$ cat src/rtl/rimm_pkg.sv
package rimm_pkg;

    localparam int DATA_W  = 32;
    localparam int BASE_W  = 8;
    localparam int ROT_W   = 4;
    localparam int FIELD_W = BASE_W + ROT_W;
    localparam int STEPS   = 1 << ROT_W;

    typedef logic [DATA_W-1:0] word_t;

    typedef struct packed {
        logic [ROT_W-1:0]  rot;
        logic [BASE_W-1:0] base;
    } field_t;

    typedef enum logic {
        SCAN_IDLE = 1'b0,
        SCAN_RUN  = 1'b1
    } scan_state_e;

    function automatic word_t ror_w(word_t x, int unsigned amt);
        logic [2*DATA_W-1:0] d;
        d = {x, x} >> (amt % DATA_W);
        return d[DATA_W-1:0];
    endfunction

    function automatic word_t rol_w(word_t x, int unsigned amt);
        logic [2*DATA_W-1:0] d;
        d = {x, x} << (amt % DATA_W);
        return d[2*DATA_W-1:DATA_W];
    endfunction

    function automatic word_t expand_field(field_t f);
        word_t b;
        b = word_t'(f.base);
        return ror_w(b, 2 * int'(f.rot));
    endfunction

endpackage

$ cat src/rtl/rimm_expand.sv
module rimm_expand
    import rimm_pkg::*;
(
    input  logic               clk,
    input  logic               rst,
    input  logic [FIELD_W-1:0] field_in,
    output word_t              value_out
);
    field_t f;
    word_t  expanded;

    always_comb begin
        f        = field_t'(field_in);
        expanded = expand_field(f);
    end

    always_ff @(posedge clk) begin
        if (rst) value_out <= '0;
        else     value_out <= expanded;
    end
endmodule

$ cat src/rtl/rimm_probe.sv
module rimm_probe
    import rimm_pkg::*;
(
    input  word_t             target,
    input  logic [ROT_W-1:0]  count,
    output logic              hit,
    output logic [BASE_W-1:0] base
);
    word_t undone;

    always_comb begin
        undone = rol_w(target, 2 * int'(count));
        hit    = (undone[DATA_W-1:BASE_W] == '0);
        base   = undone[BASE_W-1:0];
    end
endmodule

$ cat src/rtl/rimm_search.sv
module rimm_search
    import rimm_pkg::*;
(
    input  logic               clk,
    input  logic               rst,
    input  logic               start,
    input  word_t              value,
    output logic               busy,
    output logic               done,
    output logic               valid,
    output logic [FIELD_W-1:0] field_out
);
    localparam logic [ROT_W-1:0] LAST = ROT_W'(STEPS - 1);

    scan_state_e       state;
    word_t             target;
    logic [ROT_W-1:0]  count;
    logic              hit;
    logic [BASE_W-1:0] base;
    field_t            result;

    rimm_probe u_probe (
        .target (target),
        .count  (count),
        .hit    (hit),
        .base   (base)
    );

    always_ff @(posedge clk) begin
        if (rst) begin
            state  <= SCAN_IDLE;
            target <= '0;
            count  <= '0;
            done   <= 1'b0;
            valid  <= 1'b0;
            result <= '0;
        end else begin
            done <= 1'b0;
            case (state)
                SCAN_IDLE: begin
                    if (start) begin
                        target <= value;
                        count  <= '0;
                        state  <= SCAN_RUN;
                    end
                end
                SCAN_RUN: begin
                    if (hit) begin
                        state       <= SCAN_IDLE;
                        done        <= 1'b1;
                        valid       <= 1'b1;
                        result.rot  <= count;
                        result.base <= base;
                    end else if (count == LAST) begin
                        state  <= SCAN_IDLE;
                        done   <= 1'b1;
                        valid  <= 1'b0;
                        result <= '0;
                    end else begin
                        count <= count + 1'b1;
                    end
                end
                default: state <= SCAN_IDLE;
            endcase
        end
    end

    assign busy      = (state == SCAN_RUN);
    assign field_out = result;
endmodule

$ cat src/rtl/rimm_codec.sv
module rimm_codec
    import rimm_pkg::*;
(
    input  logic                  clk,
    input  logic                  rst,
    input  logic [FIELD_W-1:0]    dec_field,
    output logic [DATA_W-1:0]     dec_value,
    input  logic                  enc_start,
    input  logic [DATA_W-1:0]     enc_value,
    output logic                  enc_busy,
    output logic                  enc_done,
    output logic                  enc_valid,
    output logic [FIELD_W-1:0]    enc_field
);
    rimm_expand u_expand (
        .clk       (clk),
        .rst       (rst),
        .field_in  (dec_field),
        .value_out (dec_value)
    );

    rimm_search u_search (
        .clk       (clk),
        .rst       (rst),
        .start     (enc_start),
        .value     (enc_value),
        .busy      (enc_busy),
        .done      (enc_done),
        .valid     (enc_valid),
        .field_out (enc_field)
    );
endmodule

$ cat config.mk
export PLATFORM = sky130hd
export DESIGN_NAME = rimm_codec
export DESIGN_NICKNAME = d
export VERILOG_FILES = /design/src/rtl/rimm_pkg.sv /design/src/rtl/rimm_expand.sv /design/src/rtl/rimm_probe.sv /design/src/rtl/rimm_search.sv /design/src/rtl/rimm_codec.sv
export SDC_FILE = /design/constraint.sdc
export NUM_CORES = 1
export LEC_CHECK = 0
export BUFFER_PORTS_ARGS = -buffer_cell sky130_fd_sc_hd__buf_4
export CAP_MARGIN = 15
export CORE_ASPECT_RATIO = 2
export CORE_MARGIN = 3
export CORE_UTILIZATION = 50
export CTS_CLUSTER_DIAMETER = 80
export DETAILED_ROUTE_END_ITERATION = 6
export PLACE_DENSITY = 0.74
export SYNTH_ARGS = -nofsm -noshare
export SYNTH_HDL_FRONTEND = slang
export SYNTH_HIERARCHICAL = 1
export SYNTH_SLANG_ARGS = --single-unit
export TNS_END_PERCENT = 50
$ cat constraint.sdc
create_clock -name clk -period 6.2 [get_ports clk]
set_input_delay 0.62 -clock clk [delete_from_list [all_inputs] [get_ports clk]]
set_output_delay 0.62 -clock clk [all_outputs]
set_load 0.1 [all_outputs]
==> results of run 1 <==
-- cell type report --
cell class | instances | area [um2] | share of cell area (%)
clock inverters | 6 | 47.5 | 0.875
well taps | 100 | 125 | 2.30
inverters | 6 | 25.0 | 0.461
repair buffers | 99 | 743 | 13.7
flip-flops and latches | 83 | 1660 | 30.6
multi-input cells | 386 | 2590 | 47.7
clock buffers | 10 | 239 | 4.40
-- per-layer routing --
metal	share of wire [%]	vias to the layer above
met5	0	-
met4	5.9	0
met3	5.9	55
met2	54	222
met1	34	2042
li1	-	2028
-- path summary, 6_finish.rpt --
| path | start | to | slack, ns | cells past startpoint |
|---|---|---|---|---|
| worst min register to register | u_search/valid | u_search/valid | 0.47 | 1 |
| worst max-delay path | u_search/count[1] | u_search/field_out[4] | 2.52 | 8 |
| worst min-delay path | u_search/valid | u_search/valid | 0.47 | 1 |
| worst max register to register | u_search/count[1] | u_search/field_out[4] | 2.52 | 8 |
-- kinds of logic (layout without fill, tap and decap cells) --
group,after synthesis,count (layout),share of synthesized area [%]
AOI/OAI and AO/OA,135,135,20.6
adders and majority gates,1,1,0.278
buffers and inverters,44,121,5.64
DFF,83,83,36.9
muxes,60,60,17.0
and+or+nand+nor,190,190,19.6
-- flip-flops by register name, summed over array words and instances (netlist names) --
signal,cells
u_expand/value_out,32
u_search/busy,1
u_search/count,4
u_search/done,1
u_search/field_out,12
u_search/target,32
u_search/valid,1
-- metrics by stage --
| stage | std cells | hold WS, ns | area [um2] | power [mW] |
|---|---|---|---|---|
| after global placement | 674 | 0.440 | 5150 | 0.878 |
| after detailed placement | 674 | 0.467 | 5150 | 0.883 |
| after floorplan | 513 | 0.456 | 4500 | 0.800 |
| final | 690 | 0.471 | 5430 | 1.39 |
| after global routing | 690 | 0.510 | 5430 | 1.44 |
| after CTS | 690 | 0.481 | 5430 | 1.39 |
-- placed cells by master (no fill, tap or decap), drive strengths merged, types with 7 or more instances in the layout --
| cell | netlist | final |
|---|---|---|
| buf | 30 | 99 |
| o21ai | 13 | 13 |
| inv | 5 | 7 |
| dfxtp | 83 | 83 |
| a211oi | 8 | 8 |
| clkbuf | 8 | 10 |
| nand2 | 75 | 75 |
| a21oi | 55 | 55 |
| mux4 | 9 | 9 |
| a22o | 12 | 12 |
| mux2i | 22 | 22 |
| nor3 | 17 | 17 |
| nor2 | 51 | 51 |
| mux2 | 29 | 29 |
-- worst max-delay path, cell delays in order, from the launching register on --
cell	delay (ns)
dfxtp_1	0.76
buf_4	0.47
mux4_2	0.57
nor3_1	0.20
a31oi_1	0.06
a211o_1	0.29
a2111oi_2	0.53
and3_1	0.52
a22o_1	0.20
-- power by group through the flow --
stage	clock (mW)	combinational [mW]	sequential (mW)
floorplan	0	0.154	0.645
global placement	0	0.279	0.599
detailed placement	0	0.284	0.599
CTS	0.521	0.284	0.587
global route	0.545	0.307	0.590
finish	0.509	0.288	0.588
==> out/metrics.cfg, run 1 <==
[layout]
drive_above_1_share_pct = 28.8
fin_util_pct = 62.4
area_growth_pct = 20.6
fillerInstances = 782
nets = 633
antennaDiodeCount = 0

[floorplan]
core_area_mm2 = 0.00871
fp-row-count = 48
die_x_um = 73.1
start_util_pct = 51.7
pin_count = 94
die_h_um = 140
dieArea_mm2 = 0.0103

[clock_network]
clock_latency_ns = 0.34
cts_setup_buffers = 0
clk_pin_slew_worst_paths_ns = 0.06
hold_buffers = 0
cts_sinks = 83
cts_root_buffer = clkbuf_16
cts_resized = 0
numCtsBuffers = 9
cts_tree = yes
htree_levels = 3
clockBufferDepth = 2

[global_routing]
grt_pass1_wl_um = 21000
gr-usage-met3_pct = 6.39
grt_usage_pct = 26.6
grt_pass1_vias = 4156
grt.busiest_layer = met2
met2_usage_pct = 47.6
gr-total-overflow = 0
grt_use_met1_pct = 26.5
antenna_found_initial = 0
grt_max_degree = 55

[critical_path]
cp-start-kind = flip-flop
cp.required_ns = 6.49
crit_type = flip-flop to flip-flop
critPathMaxFanout = 34
cp.arrival_ns = 3.96
critPathCaptureType = flip-flop

[routing]
wl_um = 13600
wl_per_cell_um = 19.7
via_count = 4347
postRouteAntennaNets = 0
dr.pass1.iters = 5
vias_per_cell = 6.30
drt_iter0_drc = 457
route.detailed.drc = 0

[timing]
setup_viol = 0
finalWorstSetupSlack_ns = 2.52
fmax_mhz = 272
totalNegativeSetupSlack_ns = 0
fin_crit_sh_pct = 59.3
hold_viol = 0
rsz0062_at_grt = no
relSlewSlack_pct = 54.5
tightest_slew_ns = 0.682
fin_skew_ns = 0.00469
fin_crit_ns = 3.68
maxSlewViolCount = 0

[power]
p_sw_share_pct = 31.8
p_per_area_mw_per_mm2 = 255
intPower_uw = 944
pwr-share-comb_pct = 20.8
clkPwrFrac_pct = 36.7
leakage_nw = 2.22
p_sw_uw = 441
seqPwrFrac_pct = 42.5
ir_drop_mv = 0.171

[hold_path]
hold_path_class = flip-flop to flip-flop

[logic_synthesis]
postSynthNetCount = 561
synth-edff-count = 0
yosys.area.top_type = dfxtp_1
synthTopCellsByArea = dfxtp_1 37%, mux2_2 6.5%, nand2_1 6.3%
syn_area_mm2 = 0.00450
yosysTopAreaCellShare_pct = 36.9
yosys_most_used_dff = dfxtp_1
ys_warn_count = 6
seq_area_frac_synth_pct = 36.9
syn_inst = 513
async_reset_ff_share_pct = 0
yosys-top-cells-count = 83 x dfxtp_1, 75 x nand2_1, 54 x a21oi_1
avgSynthCellArea_um2 = 8.78
yosysMostFrequentCell = dfxtp_1
synth_cell_type_count = 69
ys_ff_latch = 83

[run_status]
status = complete, no violations

[placement]
hpwl_um = 10100
place_ws_ns = 2.63
port_buffers = 93
gp_routability_congestion = 1.04

[job]
maxCapViolCount = 0

No activity file was read; power rests on OpenSTA's default activity.
==> inputs of run 2 (changes only) <==
--- a/config.mk
+++ b/config.mk
@@ -12,7 +12,7 @@
 export CORE_UTILIZATION = 50
 export CTS_CLUSTER_DIAMETER = 80
 export DETAILED_ROUTE_END_ITERATION = 6
-export PLACE_DENSITY = 0.74
+export PLACE_DENSITY = 0.77
 export SYNTH_ARGS = -nofsm -noshare
 export SYNTH_HDL_FRONTEND = slang
 export SYNTH_HIERARCHICAL = 1
==> constraint.sdc (replaced) <==
create_clock -name clk -period 3.37 [get_ports clk]
set_input_delay 0.337 -clock clk [delete_from_list [all_inputs] [get_ports clk]]
set_output_delay 0.337 -clock clk [all_outputs]
set_load 0.1 [all_outputs]
==> out/metrics.cfg, run 2 (same netlist as run 1, synthesis figures left out) <==
[clock_network]
clock_latency_ns = 0.34
cts_root_buffer = clkbuf_16
clk_pin_slew_worst_paths_ns = 0.07
cts_tree = yes
cts_sinks = 83
numCtsBuffers = 9
htree_levels = 3
clockBufferDepth = 2

[placement]
gp_routability_congestion = 1.05
port_buffers = 93
hpwl_um = 10500

[critical_path]
crit_start = u_search/count[2]
critical_path.endpoint = u_search/field_out[9]
critPathMaxFanout = 22
crit_type = flip-flop to flip-flop
worst-r2r-cell-count = 10
reg2reg_from = u_search/count[2]
r2r_slack_ns = 0.32
critPathCaptureType = flip-flop
cp.arrival_ns = 3.28
cp-start-kind = flip-flop
cp.required_ns = 3.60
rr_endpoint = u_search/field_out[9]

[global_routing]
grt_max_degree = 56
gr-total-overflow = 0
grt_pass1_vias = 4292
grt_pass1_wl_um = 21900
grt_usage_pct = 27.8
antenna_found_initial = 0

[routing]
wl_per_cell_um = 20.1
dr.pass1.iters = 5
via_count = 4390
postRouteAntennaNets = 0
route.detailed.drc = 0
wl_um = 14100
vias_per_cell = 6.25
drt_iter0_drc = 324

[layout]
final_cell_mix = 109 x buf_4, 82 x dfxtp_1, 75 x nand2_1, 54 x a21oi_1, 51 x nor2_1
area_growth_pct = 23.6
drive_above_1_share_pct = 30.1
fillerInstances = 735
layout_commonest_cell = buf_4
nets = 645
register_area_mm2 = 0.00167
antennaDiodeCount = 0
fin_util_pct = 63.9
multiInputGateArea_mm2 = 0.00259

[timing]
maxSlewViolCount = 0
totalNegativeSetupSlack_ns = 0
fin_skew_ns = 0.0106
rsz0062_at_grt = no
hold_viol = 0
fin_crit_ns = 3.05
relSlewSlack_pct = 64.3
fmax_mhz = 327
setup_viol = 0
holdWs_ns = 0.241
fin_crit_sh_pct = 90.6
tightest_slew_ns = 0.522

[floorplan]
die_h_um = 140
start_util_pct = 51.7
dieArea_mm2 = 0.0103
die_x_um = 73.1
fp-row-count = 48
pin_count = 94
core_area_mm2 = 0.00871

[power]
p_per_area_mw_per_mm2 = 473
total_power_mw = 2.63
ir_drop_mv = 0.408
leakage_nw = 2.29

[hold_path]
hold_path_class = input port to flip-flop

[run_status]
status = complete, no violations

[job]
maxCapViolCount = 0

-- run 2: timing repair --
item / CTS / global route
endpoints found under the setup margin: 0 / 1
setup buffers: 0 / 0
gates resized for setup: 0 / 1
hold buffers: 0 / 0
-- run 2: worst max-delay path, cell delays in order, from the launching register on --
cell,delay (ns)
dfxtp_4,0.50
buf_4,0.27
mux2_2,0.37
mux2i_1,0.28
a31oi_1,0.14
a211o_1,0.29
a2111oi_2,0.35
buf_4,0.19
a31o_2,0.14
a21oi_4,0.12
a22o_1,0.27
-- run 2: how the worst min path moves through the flow --
stage                   start                endpoint  depth (start not counted)  slack [ns]
6_report        enc_value[21]     u_search/target[21]                          3        0.24
3_3_place_gp   u_search/valid          u_search/valid                          1        0.44
5_1_grt         enc_value[13]     u_search/target[13]                          3        0.24
4_1_cts         enc_value[13]     u_search/target[13]                          3        0.23
3_5_place_dp   u_search/valid          u_search/valid                          1        0.46
2_1_floorplan             rst  u_expand/value_out[20]                          1        0.41
-- run 2: area by class of cell --
type                       instances  share of cell area, %
clock buffer                      10                   4.11
clock inverter                     6                   1.28
inverter                           6                  0.450
multi-input combinational        386                   46.6
sequential                        83                   29.9
tap                              100                   2.25
timing repair buffer             111                   15.4
-- run 2: routing by layer --
| layer | wire (um) | share of wire, % | track usage [%] | vias up |
|---|---|---|---|---|
| met3 | 775 | 5.5 | 5.75 | 62 |
| met4 | 962 | 6.8 | 19.1 | 0 |
| met1 | 4740 | 33 | 27.0 | 2094 |
| met2 | 7670 | 54 | 49.7 | 182 |
| met5 | 0 | 0 | 0 | - |
| li1 | - | - | - | 2052 |
-- run 2: power by group --
part / switching (mW) / internal, mW
registers: 0.0599 / 1.02
logic: 0.345 / 0.201
clock network: 0.424 / 0.583
-- run 2: stage by stage --
| stage | cell area [um2] | worst slack [ns] | std cells |
|---|---|---|---|
| 6_report | 5570 | 0.316 | 702 |
| 5_1_grt | 5570 | 0.160 | 702 |
| 3_3_place_gp | 5260 | 0.296 | 686 |
| 2_1_floorplan | 4500 | 0.488 | 513 |
| 3_5_place_dp | 5260 | 0.222 | 686 |
| 4_1_cts | 5560 | 0.203 | 702 |
